**src/rtl/seq_mul_pkg.sv**
```systemverilog
// Shared operation codes for the sequential multiplier.
// Assumes a 2-bit operation field; the codes are part of the block's interface.
package seq_mul_pkg;

    typedef enum logic [1:0] {
        MUL_LO    = 2'b00,
        MUL_HI_SS = 2'b01,
        MUL_HI_SU = 2'b10,
        MUL_HI_UU = 2'b11
    } mul_op_e;

    // True when the first operand is read as signed for this operation.
    function automatic logic a_is_signed(input mul_op_e op);
        return (op == MUL_HI_SS) || (op == MUL_HI_SU);
    endfunction

    // True when the second operand is read as signed for this operation.
    function automatic logic b_is_signed(input mul_op_e op);
        return (op == MUL_HI_SS);
    endfunction

endpackage

```
**src/rtl/seq_mul_sign.sv**
```systemverilog
// Operand conditioner: turns each operand into a magnitude and records
// whether the final product must be negated.
// Assumes two's-complement inputs; the most negative value maps to
// 2^(XLEN-1), which still fits in XLEN unsigned bits.
module seq_mul_sign
    import seq_mul_pkg::*;
#(
    parameter int XLEN = 64
) (
    input  mul_op_e           op,
    input  logic [XLEN-1:0]   opa,
    input  logic [XLEN-1:0]   opb,
    output logic [XLEN-1:0]   mag_a,
    output logic [XLEN-1:0]   mag_b,
    output logic              negate
);

    logic a_neg;
    logic b_neg;

    // Decide operand signs and form magnitudes.
    always_comb begin
        a_neg  = a_is_signed(op) & opa[XLEN-1];
        b_neg  = b_is_signed(op) & opb[XLEN-1];
        mag_a  = a_neg ? (~opa + XLEN'(1)) : opa;
        mag_b  = b_neg ? (~opb + XLEN'(1)) : opb;
        negate = a_neg ^ b_neg;
    end

endmodule

```
**src/rtl/seq_mul_step.sv**
```systemverilog
// One partial-product step: conditional add of the multiplicand into the
// upper half and a right shift of the whole product register, combined.
// Assumes the multiplier occupies the low half of the product register.
module seq_mul_step #(
    parameter int XLEN = 64
) (
    input  logic [2*XLEN-1:0] prod_cur,
    input  logic [XLEN-1:0]   mcand,
    output logic [2*XLEN-1:0] prod_nxt
);

    logic [XLEN:0] upper_sum;

    // Add when the current multiplier bit is one, then shift right by one.
    always_comb begin
        upper_sum = {1'b0, prod_cur[2*XLEN-1:XLEN]}
                  + (prod_cur[0] ? {1'b0, mcand} : {(XLEN+1){1'b0}});
        prod_nxt  = {upper_sum, prod_cur[XLEN-1:1]};
    end

endmodule

```
**src/rtl/seq_mul_ctrl.sv**
```systemverilog
// Sequencer: accepts a start when idle, counts XLEN steps, raises a
// one-cycle done pulse at the last step. Starts while busy are dropped.
module seq_mul_ctrl #(
    parameter int XLEN = 64
) (
    input  logic clk,
    input  logic rst_n,
    input  logic start,
    output logic accept,
    output logic step_en,
    output logic last,
    output logic busy,
    output logic done
);

    localparam int CW = $clog2(XLEN + 1);

    logic [CW-1:0] remain_q;
    logic          busy_q;
    logic          done_q;

    // Decode the handshake from the current state.
    always_comb begin
        accept  = start && !busy_q;
        step_en = busy_q;
        last    = busy_q && (remain_q == CW'(1));
    end

    // Track remaining steps and the busy/done flags.
    always_ff @(posedge clk) begin
        if (!rst_n) begin
            remain_q <= '0;
            busy_q   <= 1'b0;
            done_q   <= 1'b0;
        end else begin
            done_q <= 1'b0;
            if (accept) begin
                remain_q <= CW'(XLEN);
                busy_q   <= 1'b1;
            end else if (busy_q) begin
                remain_q <= remain_q - CW'(1);
                if (last) begin
                    busy_q <= 1'b0;
                    done_q <= 1'b1;
                end
            end
        end
    end

    assign busy = busy_q;
    assign done = done_q;

endmodule

```
**src/rtl/seq_mul_out.sv**
```systemverilog
// Result stage: restores the product sign and picks the requested half.
// Assumes the input is the unsigned product of the two magnitudes.
module seq_mul_out
    import seq_mul_pkg::*;
#(
    parameter int XLEN = 64
) (
    input  logic [2*XLEN-1:0] prod_mag,
    input  logic              negate,
    input  mul_op_e           op,
    output logic [XLEN-1:0]   word
);

    logic [2*XLEN-1:0] full;

    // Apply the sign and select the low or high half.
    always_comb begin
        full = negate ? (~prod_mag + (2*XLEN)'(1)) : prod_mag;
        word = (op == MUL_LO) ? full[XLEN-1:0] : full[2*XLEN-1:XLEN];
    end

endmodule

```
**src/rtl/seq_mul.sv**
```systemverilog
// Iterative XLEN x XLEN multiplier returning one XLEN-bit product half.
// Takes XLEN cycles per operation; one adder shared over all steps.
// Assumes operands and op are sampled only in the accepting cycle.
module seq_mul
    import seq_mul_pkg::*;
#(
    parameter int XLEN = 64
) (
    input  logic            clk,
    input  logic            rst_n,
    input  logic            start_i,
    input  logic [1:0]      op_i,
    input  logic [XLEN-1:0] opa_i,
    input  logic [XLEN-1:0] opb_i,
    output logic            busy_o,
    output logic            done_o,
    output logic [XLEN-1:0] result_o
);

    localparam int PW = 2 * XLEN;

    mul_op_e           op_in;
    logic [XLEN-1:0]   mag_a;
    logic [XLEN-1:0]   mag_b;
    logic              neg_in;
    logic              accept;
    logic              step_en;
    logic              last;
    logic [PW-1:0]     prod_q;
    logic [PW-1:0]     prod_d;
    logic [XLEN-1:0]   mcand_q;
    logic              neg_q;
    mul_op_e           op_q;
    logic [XLEN-1:0]   word;
    logic [XLEN-1:0]   result_q;

    assign op_in = mul_op_e'(op_i);

    seq_mul_sign #(.XLEN(XLEN)) u_sign (
        .op     (op_in),
        .opa    (opa_i),
        .opb    (opb_i),
        .mag_a  (mag_a),
        .mag_b  (mag_b),
        .negate (neg_in)
    );

    seq_mul_ctrl #(.XLEN(XLEN)) u_ctrl (
        .clk     (clk),
        .rst_n   (rst_n),
        .start   (start_i),
        .accept  (accept),
        .step_en (step_en),
        .last    (last),
        .busy    (busy_o),
        .done    (done_o)
    );

    seq_mul_step #(.XLEN(XLEN)) u_step (
        .prod_cur (prod_q),
        .mcand    (mcand_q),
        .prod_nxt (prod_d)
    );

    seq_mul_out #(.XLEN(XLEN)) u_out (
        .prod_mag (prod_d),
        .negate   (neg_q),
        .op       (op_q),
        .word     (word)
    );

    // Load operands on accept, then advance one step per busy cycle.
    always_ff @(posedge clk) begin
        if (!rst_n) begin
            prod_q  <= '0;
            mcand_q <= '0;
            neg_q   <= 1'b0;
            op_q    <= MUL_LO;
        end else if (accept) begin
            prod_q  <= {{XLEN{1'b0}}, mag_b};
            mcand_q <= mag_a;
            neg_q   <= neg_in;
            op_q    <= op_in;
        end else if (step_en) begin
            prod_q  <= prod_d;
        end
    end

    // Capture the selected half on the final step and hold it.
    always_ff @(posedge clk) begin
        if (!rst_n) begin
            result_q <= '0;
        end else if (last) begin
            result_q <= word;
        end
    end

    assign result_o = result_q;

endmodule

```
**config.mk**
```make
export PLATFORM = sky130hd
export DESIGN_NAME = seq_mul
export DESIGN_NICKNAME = d
export VERILOG_FILES = /design/src/rtl/seq_mul_pkg.sv /design/src/rtl/seq_mul_sign.sv /design/src/rtl/seq_mul_step.sv /design/src/rtl/seq_mul_ctrl.sv /design/src/rtl/seq_mul_out.sv /design/src/rtl/seq_mul.sv
export SDC_FILE = /design/constraint.sdc
export NUM_CORES = 1
export LEC_CHECK = 0
export BUFFER_PORTS_ARGS = -buffer_cell sky130_fd_sc_hd__buf_2
export CAP_MARGIN = 20
export CELL_PAD_IN_SITES_DETAIL_PLACEMENT = 1
export CELL_PAD_IN_SITES_GLOBAL_PLACEMENT = 1
export CORE_MARGIN = 10
export CORE_UTILIZATION = 44
export CTS_BUF_LIST = sky130_fd_sc_hd__clkbuf_4 sky130_fd_sc_hd__clkbuf_8
export CTS_CLUSTER_DIAMETER = 40
export DETAILED_ROUTE_END_ITERATION = 16
export PLACE_DENSITY_LB_ADDON = 0.1
export SYNTH_ARGS = -nofsm -noshare
export SYNTH_HDL_FRONTEND = slang
export SYNTH_SLANG_ARGS = --single-unit
```
**constraint.sdc**
```tcl
create_clock -name clk -period 5.45 [get_ports clk]
set_input_delay 1.09 -clock clk [delete_from_list [all_inputs] [get_ports clk]]
set_output_delay 1.09 -clock clk [all_outputs]
set_load 0.1 [all_outputs]
```
-- Word level (Yosys, flattened, before mapping)
Index checks and enable logic that the tools add are counted.
Widths: inputs -> output; s select.
- bits in registers: 268
- bits of input ports: 133
- add/subtract/negate cells: 5
- eq/ne operators: 3
- mux-type cells: 13
- bitwise operators: 8
- reductions and logical operators: 8
- operators by type and width (operator ; number):
    $mux 64 ; 6
    $add 128x1->128 const B ; 1
    $add 64x1->64 const B ; 2
    $mux 128 ; 1
    $not 128->128 ; 1
    $not 64->64 ; 2
    $add 64x64->65 ; 1
    $mux 7 ; 2
    $eq 7x1->1 const B ; 1
    $sub 7x1->7 const B ; 1
    $mux 1 ; 4
    $reduce_or 3->1 ; 1
    $and 1x1->1 ; 2
    $eq 2x1->1 const B ; 1
    $eq 2x2->1 const B ; 1
    $logic_and 1x1->1 ; 2
    $logic_not 2->1 ; 1
    $not 1->1 ; 2
    $reduce_bool 2->1 ; 1
    $reduce_or 2->1 ; 1
    $logic_not 1->1 ; 1
    $logic_or 1x1->1 ; 1
    $xor 1x1->1 ; 1

-- Longest topological paths before layout
Gate-level depths: netlist of the first run.
- word-level depth: 6
- depth in mapped cells: 20

-- By module
From an unflattened synthesis of the first run, not the netlist that was laid out.
- cell total of the unflattened synthesis: 2834
- area total of the unflattened synthesis: 23291.1 µm²
- by module, submodules not included (module ; instances ; cells each ; area an instance (µm²)):
    seq_mul ; 1 ; 914 ; 10601.4
    seq_mul_step ; 1 ; 727 ; 4833.4
    seq_mul_out ; 1 ; 670 ; 4362.9
    seq_mul_sign ; 1 ; 480 ; 3079.2
    seq_mul_ctrl ; 1 ; 43 ; 414.1

-- Worst setup path before layout of the first run
Ideal clock, no wire load.
- path type: flip-flop to flip-flop
- start point: register prod_q[0]
- end point: register result_q[57], in the netlist result_o[57]
- arrival: 4.906 ns
- setup slack: 0.482 ns
- stages on the path, launching flop included: 21
- cell sequence: dfxtp_1 clkbuf_1 clkbuf_1 and2_1 ha_1 inv_1 fa_1 nor2b_1 o31a_1 o211ai_1 a21boi_1 o21ai_0 a2111o_1 or4_1 buf_2 or3b_1 clkbuf_2 or3_4 nor4b_4 mux2i_1 a22o_1
- longest elaborated chain between the ends: 6
- ends and longest elaborated chain (element ; RTL line ; text):
    from (decl) ; seq_mul.sv:29 ; logic [PW-1:0] prod_q;
    from (signal assigned) ; seq_mul.sv:80 ; prod_q <= {{XLEN{1'b0}}, mag_b};
    from (signal assigned) ; seq_mul.sv:85 ; prod_q <= prod_d;
    $mux 64 (*) ; seq_mul_step.sv:17 ; + (prod_cur[0] ? {1'b0, mcand} : {(XLEN+1){1'b0}});
    $add 64x64->65 (*) ; seq_mul_step.sv:17 ;
    $not 128->128 ; seq_mul_out.sv:18 ; full = negate ? (~prod_mag + (2*XLEN)'(1)) : prod_mag;
    $add 128x1->128 ; seq_mul_out.sv:18 ;
    $mux 128 (*) ; seq_mul_out.sv:18 ;
    $mux 64 (*) ; seq_mul_out.sv:19 ; word = (op == MUL_LO) ? full[XLEN-1:0] : full[2*XLEN-1:XLEN];
    to (signal assigned) ; seq_mul.sv:94 ; result_q <= word;
    to (decl) ; seq_mul.sv:35 ; logic [XLEN-1:0] result_q;
Mark *: on every way between the ends. The rest lies on a longest branch, timed or not.
A chain may end at the register's enable or synchronous reset.

-- Worst setup path after layout of the first run
- start point: register prod_q[0]
- end point: register result_q[53], in the netlist result_o[53]
The elaborated chain is that of the path after synthesis.

==> results of run 1 <==
==> flip-flops by register name, summed over array words and instances, names as in the netlist <==
name and count:
u_ctrl.done 1, prod_q 128, op_q 2, u_ctrl.remain_q 7
u_ctrl.busy 1, neg_q 1, mcand_q 64, result_o 64
==> path summary, 6_finish.rpt <==
kind	from	to	slack, ns	cells past startpoint
max	prod_q[0]$_SDFFE_PN0P_	result_o[53]$_SDFFE_PN0P_	0.30	17
min reg2reg	result_o[60]$_SDFFE_PN0P_	result_o[60]$_SDFFE_PN0P_	0.45	2
min	result_o[60]$_SDFFE_PN0P_	result_o[60]$_SDFFE_PN0P_	0.45	2
max reg2reg	prod_q[0]$_SDFFE_PN0P_	result_o[53]$_SDFFE_PN0P_	0.30	17
==> power by group through the flow <==
stage               clock (mW)  combinational [mW]  sequential (mW)
finish                    2.29                1.37             2.21
global route              2.42                1.49             2.22
CTS                       2.32                1.35             2.20
detailed placement           0                1.33             2.25
global placement             0                1.29             2.24
floorplan                    0               0.881             2.22
==> metrics by stage <==
step                      util [%]  total power [mW]
after floorplan                  -             3.099
after global placement       48.88             3.527
after detailed placement     48.88             3.579
after CTS                    51.31             5.875
after global routing         51.39             6.129
final                        51.40             5.859
==> routing by layer <==
layer,vias up,part of all wire (%),GRT usage [%]
met3,216,5.1,3.753
li1,11645,-,-
met5,-,0,0
met4,0,4.0,12.40
met1,12178,42,36.50
met2,745,49,51.99
==> worst register-to-register path, delay by kind of cell (launching register included) <==
family,cells,cell delay (ns)
buffers and inverters,3,0.58
adders and majority gates,1,0.29
and+or+nand+nor,6,1.98
DFF,1,0.46
muxes,1,0.33
AOI/OAI and AO/OA,6,1.43
==> layout by cell type, fill, tap and decap left out, types with 24 or more instances in the layout <==
master,Yosys,layout
nor2_1,426,424
a21oi_1,285,285
nand2_1,277,276
dfxtp_1,268,265
buf_2,4,197
o21ai_0,172,172
a211oi_1,133,133
buf_4,0,125
xnor2_1,114,114
nor3_1,103,102
xor2_1,94,94
and2_1,92,92
ha_1,70,70
mux2i_1,68,68
clkbuf_8,0,66
nand3_1,54,54
or3_1,53,53
inv_1,46,45
nand4_1,45,45
nor4_1,44,44
o31ai_1,43,43
a31oi_1,32,32
o211ai_1,31,31
a311oi_1,29,29
o41ai_1,28,28
or2_2,25,25
nand2b_1,25,24
==> kinds of logic (layout without fill, tap and decap cells) <==
logic type	after synthesis	after routing	share of synthesized area [%]
compound gates	946	946	27.95
mux	73	73	3.351
buf+inv	257	472	4.455
other cells	0	1	0
fa+ha+maj	71	71	4.074
simple gates	1250	1250	27.49
xor+xnor	208	208	8.284
flops	268	268	24.40
==> repair_timing <==
item,4_1_cts,5_1_grt
resized for setup,0,4
endpoints found under the setup margin,0,22
buffers inserted,0,0
==> cell type report <==
type,instances,area [um^2]
Timing Repair Buffer,325,1992
Antenna cell,1,2.502
Clock inverter,22,196.4
Fill cell,6343,23890
Sequential cell,268,5374
Tap cell,664,830.8
Clock buffer,78,998.5
Inverter,47,178.9
Multi-Input combinational cell,2548,15690
==> results by group, run 1 <==
Clocking
  • CTS Buf Count: between 50 and 60
  • Number of H-tree levels: 2
  • Post-CTS clock slew at the launch and capture registers of the worst setup and hold paths: approximately 0.060 ns
  • CTS tree: built
  • Root cell of the clock tree: clkbuf_8
  • Later-pin clock latency in the skew report: 0.67 ns
  • Max Root-Sink Buffers: 3
  • Clock net sink count: between 200 and 300
  • Total of hold buffers inserted after clock tree synthesis: 0

Layout
  • Non-filler cells in the finished layout: 3953
  • Share of final-layout standard cells stronger than drive strength 1: between 10 and 15%
  • P&R area growth vs syn: 14.88%
  • Cell area after layout: between 20000 and 30000 um^2
  • Final #Nets: about 3.4k

Power and ir drop
  • Part of the total power dissipated in the clock network: 39.0%
  • Switching power total: a little over 2 mW
  • Leakage: ~10 nW
  • Comb pwr share: roughly a quarter
  • Switching share of total power: 34.55%
  • Maximum vdd drop: 0.2029 mV
  • Internal: approximately 3.8 mW
  • Power density over the cells: between 200 and 250 nW/um^2
  • Relative contribution of sequential cells to total power: about 38%

Global route
  • Global-route wire length before repair: about 140 mm
  • Pin count of the biggest net entering global routing: ~120
  • Antenna violations before repair: 0
  • Via count of the first global-routing pass: approximately 25k
  • Total routing usage reported by global routing: between 20% and 30%
  • Global-route congestion overflow total: 0

Setup path
  • CP cell instances: buf_4, and2_1, ha_1, a21oi_1, o211ai_1, a21oi_1, buf_4, o21bai_1, o311a_1, or3_1, nor3_1, nand4b_1, or3_1, nor4b_1, buf_4, mux2_2, o22ai_1
  • CP endpoint kind: flip-flop
  • Number of buffer and inverter instances along the worst setup path: 3
  • Arrival @ worst endpoint: about 5.7 ns
  • Element type at the critical path start: flip-flop
  • Library cell contributing the largest single delay on the critical path: or3_1
  • Setup CP Type: reg2reg
  • Largest fanout on the critical path: 12
  • Cell type group with the largest total delay on the critical path: simple AND/OR/NAND/NOR gates
  • Critical Path Max Stage Delay: 0.51 ns
  • Most numerous cell on the critical path: buf_4
  • Required time at the worst-slack endpoint: between 6 and 7 ns

Synthesis
  • Instance count of the mapped netlist: about 3k
  • Mean instance size in the synthesized netlist: between 7 and 8 um^2
  • Number of distinct standard cells referenced by the synthesized netlist: 90
  • Leading post-synthesis cells by instance count: nor2_1, a21oi_1, nand2_1
  • Number of flops mapped to enable cells by yosys: 0
  • Synth async-reset ratio: 0%
  • Mapped cell area: around 22000 um^2
  • Most common cell in the synthesized netlist: nor2_1
  • Flop and latch count out of synthesis: 268
  • Cell taking the most area after synthesis: dfxtp_1
  • Count of synthesis-stage warnings from yosys: 0
  • Area contributors post-synth: dfxtp_1, nor2_1, a21oi_1
  • Portion of the post-synthesis area used by sequential elements: about a quarter
  • Area share of the leading cell type in the synthesized netlist: about 24%
  • Dominant register cell in the synthesized netlist: dfxtp_1
  • Syn Nets: 3277

Drt
  • Final routed DRC violation total: 0
  • Vias after detailed routing: about 25k
  • Vias/cell: 6.270
  • Total wire length after detailed routing: a little over 90 mm
  • Initial DRC count: 1868
  • Pre-Repair DR Iteration Count: 5
  • Number of routed nets with antenna violations: 0
  • Routed len/inst: between 20 and 25 um

Timing
  • Post-layout minimum cycle time: between 5 and 6 ns
  • Unrepaired setup endpoints after global routing: false
  • Final count of hold timing violations: 0
  • Final Cycle Share: between 90 and 100%
  • Achievable frequency: approximately 0.19 GHz
  • Post-Route Setup TNS: 0 ns
  • Fin Clk Skew: about 0.04 ns
  • Transition time at the pin with the least slew margin: slightly above 1 ns
  • Number of max-slew violations in the final report: 0
  • PnR worst setup slack: between 0.2 and 0.3 ns
  • Worst-case hold slack: 0.4507 ns
  • Worst slew slack as a fraction of its limit: between 30% and 40%
  • Setup-failing EPs final: 0

Place
  • Post-place setup slack: 0.1761 ns
  • HPWL after detailed placement: about 72 mm
  • Post-Place Cell Area: 24030 um^2
  • Number of placed instances, taps included: just under 4k
  • Port buffer count: slightly below 200
  • Routability congestion estimate: around 1

Floorplanning
  • Starting utilization of the core area: ~45%
  • Row count: 81
  • Y dimension of the die: around 240 um
  • Number of ports placed on the die boundary: 199
  • Core Footprint: between 40000 and 50000 um^2
  • Overall die width: around 240 um
  • Die area: 59320 um^2

Min path
  • Worst hold path type: reg2reg

Run
  • MaxCap Viol Count: 0

Status
  • Run status: completed
Note: power is estimated with default switching activity, not from simulation.
==> run 2: changes to the inputs <==
CORE_UTILIZATION = 25   (was 44)
==> run 2 against run 1 <==
  * Clock-buffer cell count is 10 higher
  * Clock skew rose by 0.011 ns
  * Via count shrank 1.9%
  * Sequential power about the same
  * First-iteration DRC count shrank 28%
  * Global-route usage fell by 9.6 points
  * Routed wire length up 13%
  * Highest routed layer unchanged
==> results by group, run 2 (synthesis gave the netlist of run 1 again) <==
Setup path
  • FF-to-FF setup slack: 0.24 ns (-0.05 ns)
  • Destination of the critical timing path: result_o[57]$_SDFFE_PN0P_
  • Setup CP Type: reg2reg
  • Largest fanout on the critical path: 64 (+52)
  • R2r startpoint: prod_q[0]$_SDFFE_PN0P_
  • Arrival @ worst endpoint: 5.82 ns (+0.10 ns)
  • CP Launch Point: prod_q[0]$_SDFFE_PN0P_
  • Crit Reg-Reg Endpoint: result_o[57]$_SDFFE_PN0P_
  • CP endpoint kind: flip-flop
  • Element type at the critical path start: flip-flop
  • Required time at the worst-slack endpoint: 6.06 ns (+0.04 ns)
  • R2R depth: 16 (-1)

Layout
  • P&R area growth vs syn: 20.99%
  • Cell area after layout: 26610 um^2 (+5.3%)
  • Largest register by flop count: prod_q
  • Commonest non-fill, non-tap cells in the layout: nor2_1, a21oi_1, nand2_1
  • Share of final-layout standard cells stronger than drive strength 1: 16.83% (+2.0 points)
  • Final #Nets: 3503 (+1.6%)
  • Commonest non-fill, non-tap cell in the layout: nor2_1
  • Final standard cell utilization of the core: 30.58% (-21 points)
  • Number of flip-flops in the largest register: 128 (unchanged)

Floorplanning
  • Overall die width: 316.6 um (+30%)
  • Row count: 108 (+33%)
  • Number of ports placed on the die boundary: 199 (unchanged)
  • Core Footprint: 87020 um^2 (+77%)
  • Y dimension of the die: 316.6 um (+30%)
  • Die area: 100200 um^2 (+69%)
  • Starting utilization of the core area: 25.27% (-19 points)

Drt
  • Total wire length after detailed routing: 105.4 mm (+13%)
  • Initial DRC count: 1336 (-28%)
  • Final routed DRC violation total: 0 (unchanged)
  • Number of routed nets with antenna violations: 0 (unchanged)
  • Vias after detailed routing: 24.31k (-1.9%)
  • Vias/cell: 5.391 (-14%)
  • Routed len/inst: 23.37 um (-0.86%)
  • Pre-Repair DR Iteration Count: 5 (unchanged)

Clocking
  • Max Root-Sink Buffers: 3 (unchanged)
  • Total of hold buffers inserted after clock tree synthesis: 0 (unchanged)
  • CTS Buf Count: 68 (+24%)
  • Post-CTS clock slew at the launch and capture registers of the worst setup and hold paths: 0.05 ns (about the same)
  • Root cell of the clock tree: clkbuf_8
  • Later-pin clock latency in the skew report: 0.67 ns (about the same)
  • Clock net sink count: 268 (unchanged)
  • CTS tree: built
  • Number of H-tree levels: 3 (+1)

Power and ir drop
  • Internal: 4.318 mW (+13%)
  • Relative contribution of sequential cells to total power: 33.7% (-4.0 points)
  • Switching share of total power: 33.80% (-0.75 points)
  • Maximum vdd drop: 0.1935 mV (-4.6%)
  • Leakage: 10.20 nW (+4.0%)
  • Part of the total power dissipated in the clock network: 44.4% (+5.4 points)
  • Switching power total: 2.205 mW (+8.9%)
  • Comb pwr share: 21.9% (-1.4 points)
  • Power density over the cells: 245.2 nW/um^2 (+5.7%)

Place
  • HPWL after detailed placement: 84.24 mm (+17%)
  • Routability congestion estimate: 0.9427 (-5.4%)
  • Port buffer count: 198 (unchanged)
  • Post-place setup slack: 0.1602 ns (-0.01592 ns)
  • Post-Place Cell Area: 24940 um^2 (+3.8%)

Timing
  • Transition time at the pin with the least slew margin: 1.056 ns (+0.02424 ns)
  • Final Cycle Share: 95.54% (+0.98 points)
  • Post-layout minimum cycle time: 5.207 ns (+0.05329 ns)
  • Worst slew slack as a fraction of its limit: 29.00% (-2.2 points)
  • Number of max-slew violations in the final report: 0 (unchanged)
  • Setup-failing EPs final: 0 (unchanged)
  • Final count of hold timing violations: 0 (unchanged)
  • Achievable frequency: 0.1920 GHz (-1.0%)
  • Fin Clk Skew: 0.05073 ns (+0.01149 ns)
  • Worst-case hold slack: 0.4458 ns (-0.004861 ns)
  • PnR worst setup slack: 0.2429 ns (-0.05329 ns)

Global route
  • Antenna violations before repair: 5 (+5)
  • Total routing usage reported by global routing: 20.31% (-9.6 points)
  • Global-route congestion overflow total: 0 (unchanged)
  • Global-route wire length before repair: 157.5 mm (+9.4%)
  • Pin count of the biggest net entering global routing: 95 (-20%)
  • Via count of the first global-routing pass: 25.34k (+0.11%)

Min path
  • Worst Hold Launch: result_o[58]$_SDFFE_PN0P_
  • Worst hold path type: reg2reg

Run
  • MaxCap Viol Count: 0 (unchanged)

Status
  • Run status: completed
==> run 2: changes by cell type in the layout (fill, tap and decap cells not counted), moves of 3 or more <==
cell,before,now
clkinvlp_4,4,8
diode_2,1,4
nor3_2,2,5
bufinv_16,2,7
nor3_1,102,99
clkbuf_8,66,80
clkinv_4,6,0
clkbuf_4,12,8
clkinv_2,9,15
buf_4,125,166
==> run 2: area by class of cell <==
class | instances | area (um^2)
timing repair buffer | 366 | 2292
tap | 1155 | 1445
clock buffer | 88 | 1161
clock inverter | 34 | 392.9
fill | 10697 | 60420
antenna | 4 | 10.01
inverter | 47 | 178.9
multi-input combinational | 2548 | 15760
sequential | 268 | 5373
==> run 2: critical path, cell delays in order, from the launching register on <==
cell	delay (ns)
dfxtp_1	0.33
buf_12	0.17
and2_1	0.18
ha_1	0.46
nand2_1	0.13
o21ai_0	0.53
a21oi_1	0.09
buf_4	0.20
o31ai_1	0.27
xor2_1	0.16
a2111o_1	0.54
or4_4	0.59
or3b_1	0.43
or3_4	0.38
nor4b_4	0.25
mux2i_1	0.25
a22o_1	0.15
==> run 2: layer usage <==
| metal | part of all wire (%) | track usage [%] | up-vias |
|---|---|---|---|
| met5 | 0 | 0 | - |
| met4 | 2.7 | 5.892 | 0 |
| met3 | 3.8 | 2.389 | 132 |
| met2 | 50 | 36.36 | 471 |
| met1 | 44 | 25.20 | 11946 |
| li1 | - | - | 11765 |
==> run 2: worst min path at each step <==
stage	endpoint	slack [ns]	cells past startpoint
floorplan	mcand_q[37]$_SDFFE_PN0P_	0.43	2
global placement	result_o[27]$_SDFFE_PN0P_	0.44	2
detailed placement	result_o[58]$_SDFFE_PN0P_	0.45	2
CTS	result_o[58]$_SDFFE_PN0P_	0.45	2
global route	mcand_q[43]$_SDFFE_PN0P_	0.47	2
finish	result_o[58]$_SDFFE_PN0P_	0.45	2
==> run 2: power groups by stage <==
stage / Combinational [mW] / Sequential (mW) / Clock, mW
global route: 1.57 / 2.21 / 3.10
finish: 1.43 / 2.20 / 2.90
CTS: 1.43 / 2.20 / 3.00
detailed placement: 1.43 / 2.24 / 0
floorplan: 0.881 / 2.22 / 0
global placement: 1.40 / 2.24 / 0
==> run 2: stage by stage <==
step / power, mW / cells / TNS [ns]
5_1_grt: 6.886 / 4507 / -0.003505
2_1_floorplan: 3.099 / 3073 / 0
3_3_place_gp: 3.639 / 4382 / 0
6_report: 6.523 / 4510 / 0
3_5_place_dp: 3.666 / 4382 / 0
4_1_cts: 6.629 / 4504 / 0
==> run 2: what timing repair did <==
action,4_1_cts,5_1_grt
gates resized for setup,0,19
endpoints found under the setup margin,0,32
setup buffers,0,1
==> run 3: changes to the inputs <==
ABC_CLOCK_PERIOD_IN_PS = 5450   (was unset)
CORE_UTILIZATION = 46   (was 25)
==> run 3 against run 2 <==
  * Design area shrank 3.9%
  * Global-route usage grew 12 points
  * Sequential share of layout area grew 0.81 points
==> results by group, run 3 (synthesis gave the netlist of run 1 again) <==
Status
  • Run status: completed

Setup path
  • CP endpoint kind: flip-flop
  • Setup CP Type: reg2reg
  • Arrival @ worst endpoint: 5.86 ns (+0.04 ns)
  • R2r startpoint: prod_q[0]$_SDFFE_PN0P_
  • Crit Reg-Reg Endpoint: result_o[61]$_SDFFE_PN0P_
  • R2R depth: 18 (+2)
  • FF-to-FF setup slack: 0.16 ns (-0.08 ns)
  • Element type at the critical path start: flip-flop
  • Required time at the worst-slack endpoint: 6.03 ns (-0.03 ns)
  • Largest fanout on the critical path: 35 (-45%)
  • CP cell instances: buf_6, buf_6, and2_1, ha_1, a21oi_1, o21ai_0, a21oi_1, buf_4, o31ai_1, nor2_1, a311oi_1, a21oi_1, nand4bb_1, or3_1, nor4b_1, buf_4, a41oi_1, o41ai_1
  • Most numerous cell on the critical path: a21oi_1
  • Critical Path Max Stage Delay: 0.48 ns (-0.11 ns)
  • Library cell contributing the largest single delay on the critical path: o41ai_1

Drt
  • Final routed DRC violation total: 0 (unchanged)
  • Vias after detailed routing: 25.05k (+3.0%)
  • Total wire length after detailed routing: 94.17 mm (-11%)
  • Number of routed nets with antenna violations: 0 (unchanged)
  • Initial DRC count: 1952 (+46%)
  • Routed len/inst: 24.00 um (+2.7%)
  • Vias/cell: 6.384 (+18%)
  • Pre-Repair DR Iteration Count: 5 (unchanged)

Power and ir drop
  • Relative contribution of sequential cells to total power: 34.7% (+1.0 points)
  • Maximum vdd drop: 0.1920 mV (-0.79%)
  • Comb pwr share: 22.1% (+0.2 points)
  • Leakage: 9.962 nW (-2.3%)
  • Power density over the cells: 246.9 nW/um^2 (+0.72%)
  • Switching power total: 2.129 mW (-3.4%)
  • Internal: 4.187 mW (-3.0%)
  • Part of the total power dissipated in the clock network: 43.2% (-1.2 points)
  • Switching share of total power: 33.71% (-0.096 points)

Timing
  • Number of max-slew violations in the final report: 0 (unchanged)
  • Final Cycle Share: 96.97% (+1.4 points)
  • Worst slew slack as a fraction of its limit: 32.03% (+3.0 points)
  • Fin Clk Skew: 0.04844 ns (-0.002287 ns)
  • Worst-case hold slack: 0.4487 ns (+0.002947 ns)
  • Transition time at the pin with the least slew margin: 1.020 ns (-0.03639 ns)
  • Setup-failing EPs final: 0 (unchanged)
  • Achievable frequency: 0.1892 GHz (-1.5%)
  • Unrepaired setup endpoints after global routing: true
  • PnR worst setup slack: 0.1649 ns (-0.07807 ns)
  • Post-layout minimum cycle time: 5.285 ns (+0.07807 ns)
  • Final count of hold timing violations: 0 (unchanged)

Clocking
  • CTS Buf Count: 60 (-12%)
  • Root cell of the clock tree: clkbuf_8
  • Total of hold buffers inserted after clock tree synthesis: 0 (unchanged)
  • Later-pin clock latency in the skew report: 0.71 ns (+0.04 ns)
  • Number of H-tree levels: 2 (-1)
  • Clock net sink count: 268 (unchanged)
  • Post-cts resize count: 0 (unchanged)
  • Max Root-Sink Buffers: 3 (unchanged)
  • Setup fix buffers added after clock tree synthesis: 0 (unchanged)
  • Post-CTS clock slew at the launch and capture registers of the worst setup and hold paths: 0.07 ns (+0.02 ns)
  • CTS tree: built

Min path
  • Worst Hold Launch: result_o[36]$_SDFFE_PN0P_
  • Worst hold path type: reg2reg
  • Worst min-delay path endpoint: result_o[36]$_SDFFE_PN0P_
  • Instance count along the most critical hold path: 2 (unchanged)

Floorplanning
  • Die area: 56950 um^2 (-43%)
  • Y dimension of the die: 238.6 um (-25%)
  • Starting utilization of the core area: 46.25% (+21 points)
  • Number of ports placed on the die boundary: 199 (unchanged)
  • Core Footprint: 47550 um^2 (-45%)
  • Overall die width: 238.6 um (-25%)
  • Row count: 80 (-26%)

Layout
  • Commonest non-fill, non-tap cell in the layout: nor2_1
  • Number of flip-flops in the largest register: 128 (unchanged)
  • Largest register by flop count: prod_q
  • Final #Nets: 3463 (-1.1%)
  • Share of final-layout standard cells stronger than drive strength 1: 15.66% (-1.2 points)
  • Commonest non-fill, non-tap cells in the layout: nor2_1, a21oi_1, nand2_1
  • P&R area growth vs syn: 16.32%

Place
  • Post-place setup slack: 0.2312 ns (+0.07104 ns)
  • Port buffer count: 198 (unchanged)
  • Routability congestion estimate: 1.001 (+6.1%)
  • HPWL after detailed placement: 72.25 mm (-14%)

Global route
  • Met3 global-route usage: 5.509% (+3.1 points)
  • Global-route wire length before repair: 145.3 mm (-7.8%)
  • Antenna violations before repair: 3 (-2)
  • Top Usage Layer GRT: met2
  • Global-route congestion overflow total: 0 (unchanged)
  • Met1 Resource Use GR: 37.93% (+13 points)
  • Met2 demand-to-capacity share in global routing: 55.25% (+19 points)
  • Pin count of the biggest net entering global routing: 128 (+35%)
  • Via count of the first global-routing pass: 25.76k (+1.7%)
  • Total routing usage reported by global routing: 31.94% (+12 points)

Run
  • MaxCap Viol Count: 0 (unchanged)
==> run 3: changes by cell type in the layout (fill, tap and decap cells not counted), moves of 3 or more <==
cell,delta
clkbuf_4,-3
a22oi_1,+3
clkbuf_8,-4
clkinv_4,+3
a22oi_2,-3
clkinv_2,-8
diode_2,-3
clkinvlp_4,+4
buf_4,-34
==> run 3: worst max path at each step <==
stage,startpoint,endpoint,depth (start not counted)
after floorplan,prod_q[0]$_SDFFE_PN0P_,result_o[57]$_SDFFE_PN0P_,20
after global placement,prod_q[0]$_SDFFE_PN0P_,result_o[61]$_SDFFE_PN0P_,16
after detailed placement,opa_i[4],mcand_q[59]$_SDFFE_PN0P_,14
after CTS,prod_q[0]$_SDFFE_PN0P_,result_o[61]$_SDFFE_PN0P_,16
after global routing,prod_q[0]$_SDFFE_PN0P_,result_o[61]$_SDFFE_PN0P_,19
final,prod_q[0]$_SDFFE_PN0P_,result_o[61]$_SDFFE_PN0P_,18
==> run 3: per-layer routing <==
layer,up-vias,routed length [um]
met3,264,5478
li1,11697,-
met2,816,45780
met1,12272,38470
met5,-,12
met4,2,4433
==> run 3: cell type report <==
cell class              count  area [um^2]
fillers                  6153        21960
multi-input cells        2548        15750
clock inverters            30        370.4
inverters                  47        178.9
repair buffers            334         2054
flip-flops and latches    268         5373
diodes                      1        2.502
well taps                 615        769.5
clock buffers              81         1084
==> run 3: per-stage QoR <==
step / setup TNS, ns / instance area, um^2 / total power, mW / std cells / utilization, %
after global routing: -0.02057 / 25580 / 6.587 / 3924 / 53.80
final: 0 / 25580 / 6.317 / 3924 / 53.80
after CTS: 0 / 25490 / 6.321 / 3922 / 53.61
after global placement: 0 / 24030 / 3.525 / 3811 / 50.55
after floorplan: 0 / 21990 / 3.099 / 3073 / -
after detailed placement: 0 / 24030 / 3.579 / 3811 / 50.55
==> run 3: worst max-delay path, delay by kind of cell, from the launching register on <==
family                     cells  cell delay [ns]
adders and majority gates      1             0.32
AOI/OAI and AO/OA              8             2.15
buffers and inverters          4             0.87
DFF                            1             0.38
and+or+nand+nor                5             1.42
==> run 3: power groups by stage <==
stage	combinational (mW)	clock [mW]	sequential (mW)
finish	1.39	2.73	2.19
global route	1.52	2.87	2.20
CTS	1.37	2.77	2.19
detailed placement	1.35	0	2.23
global placement	1.30	0	2.22
floorplan	0.881	0	2.22
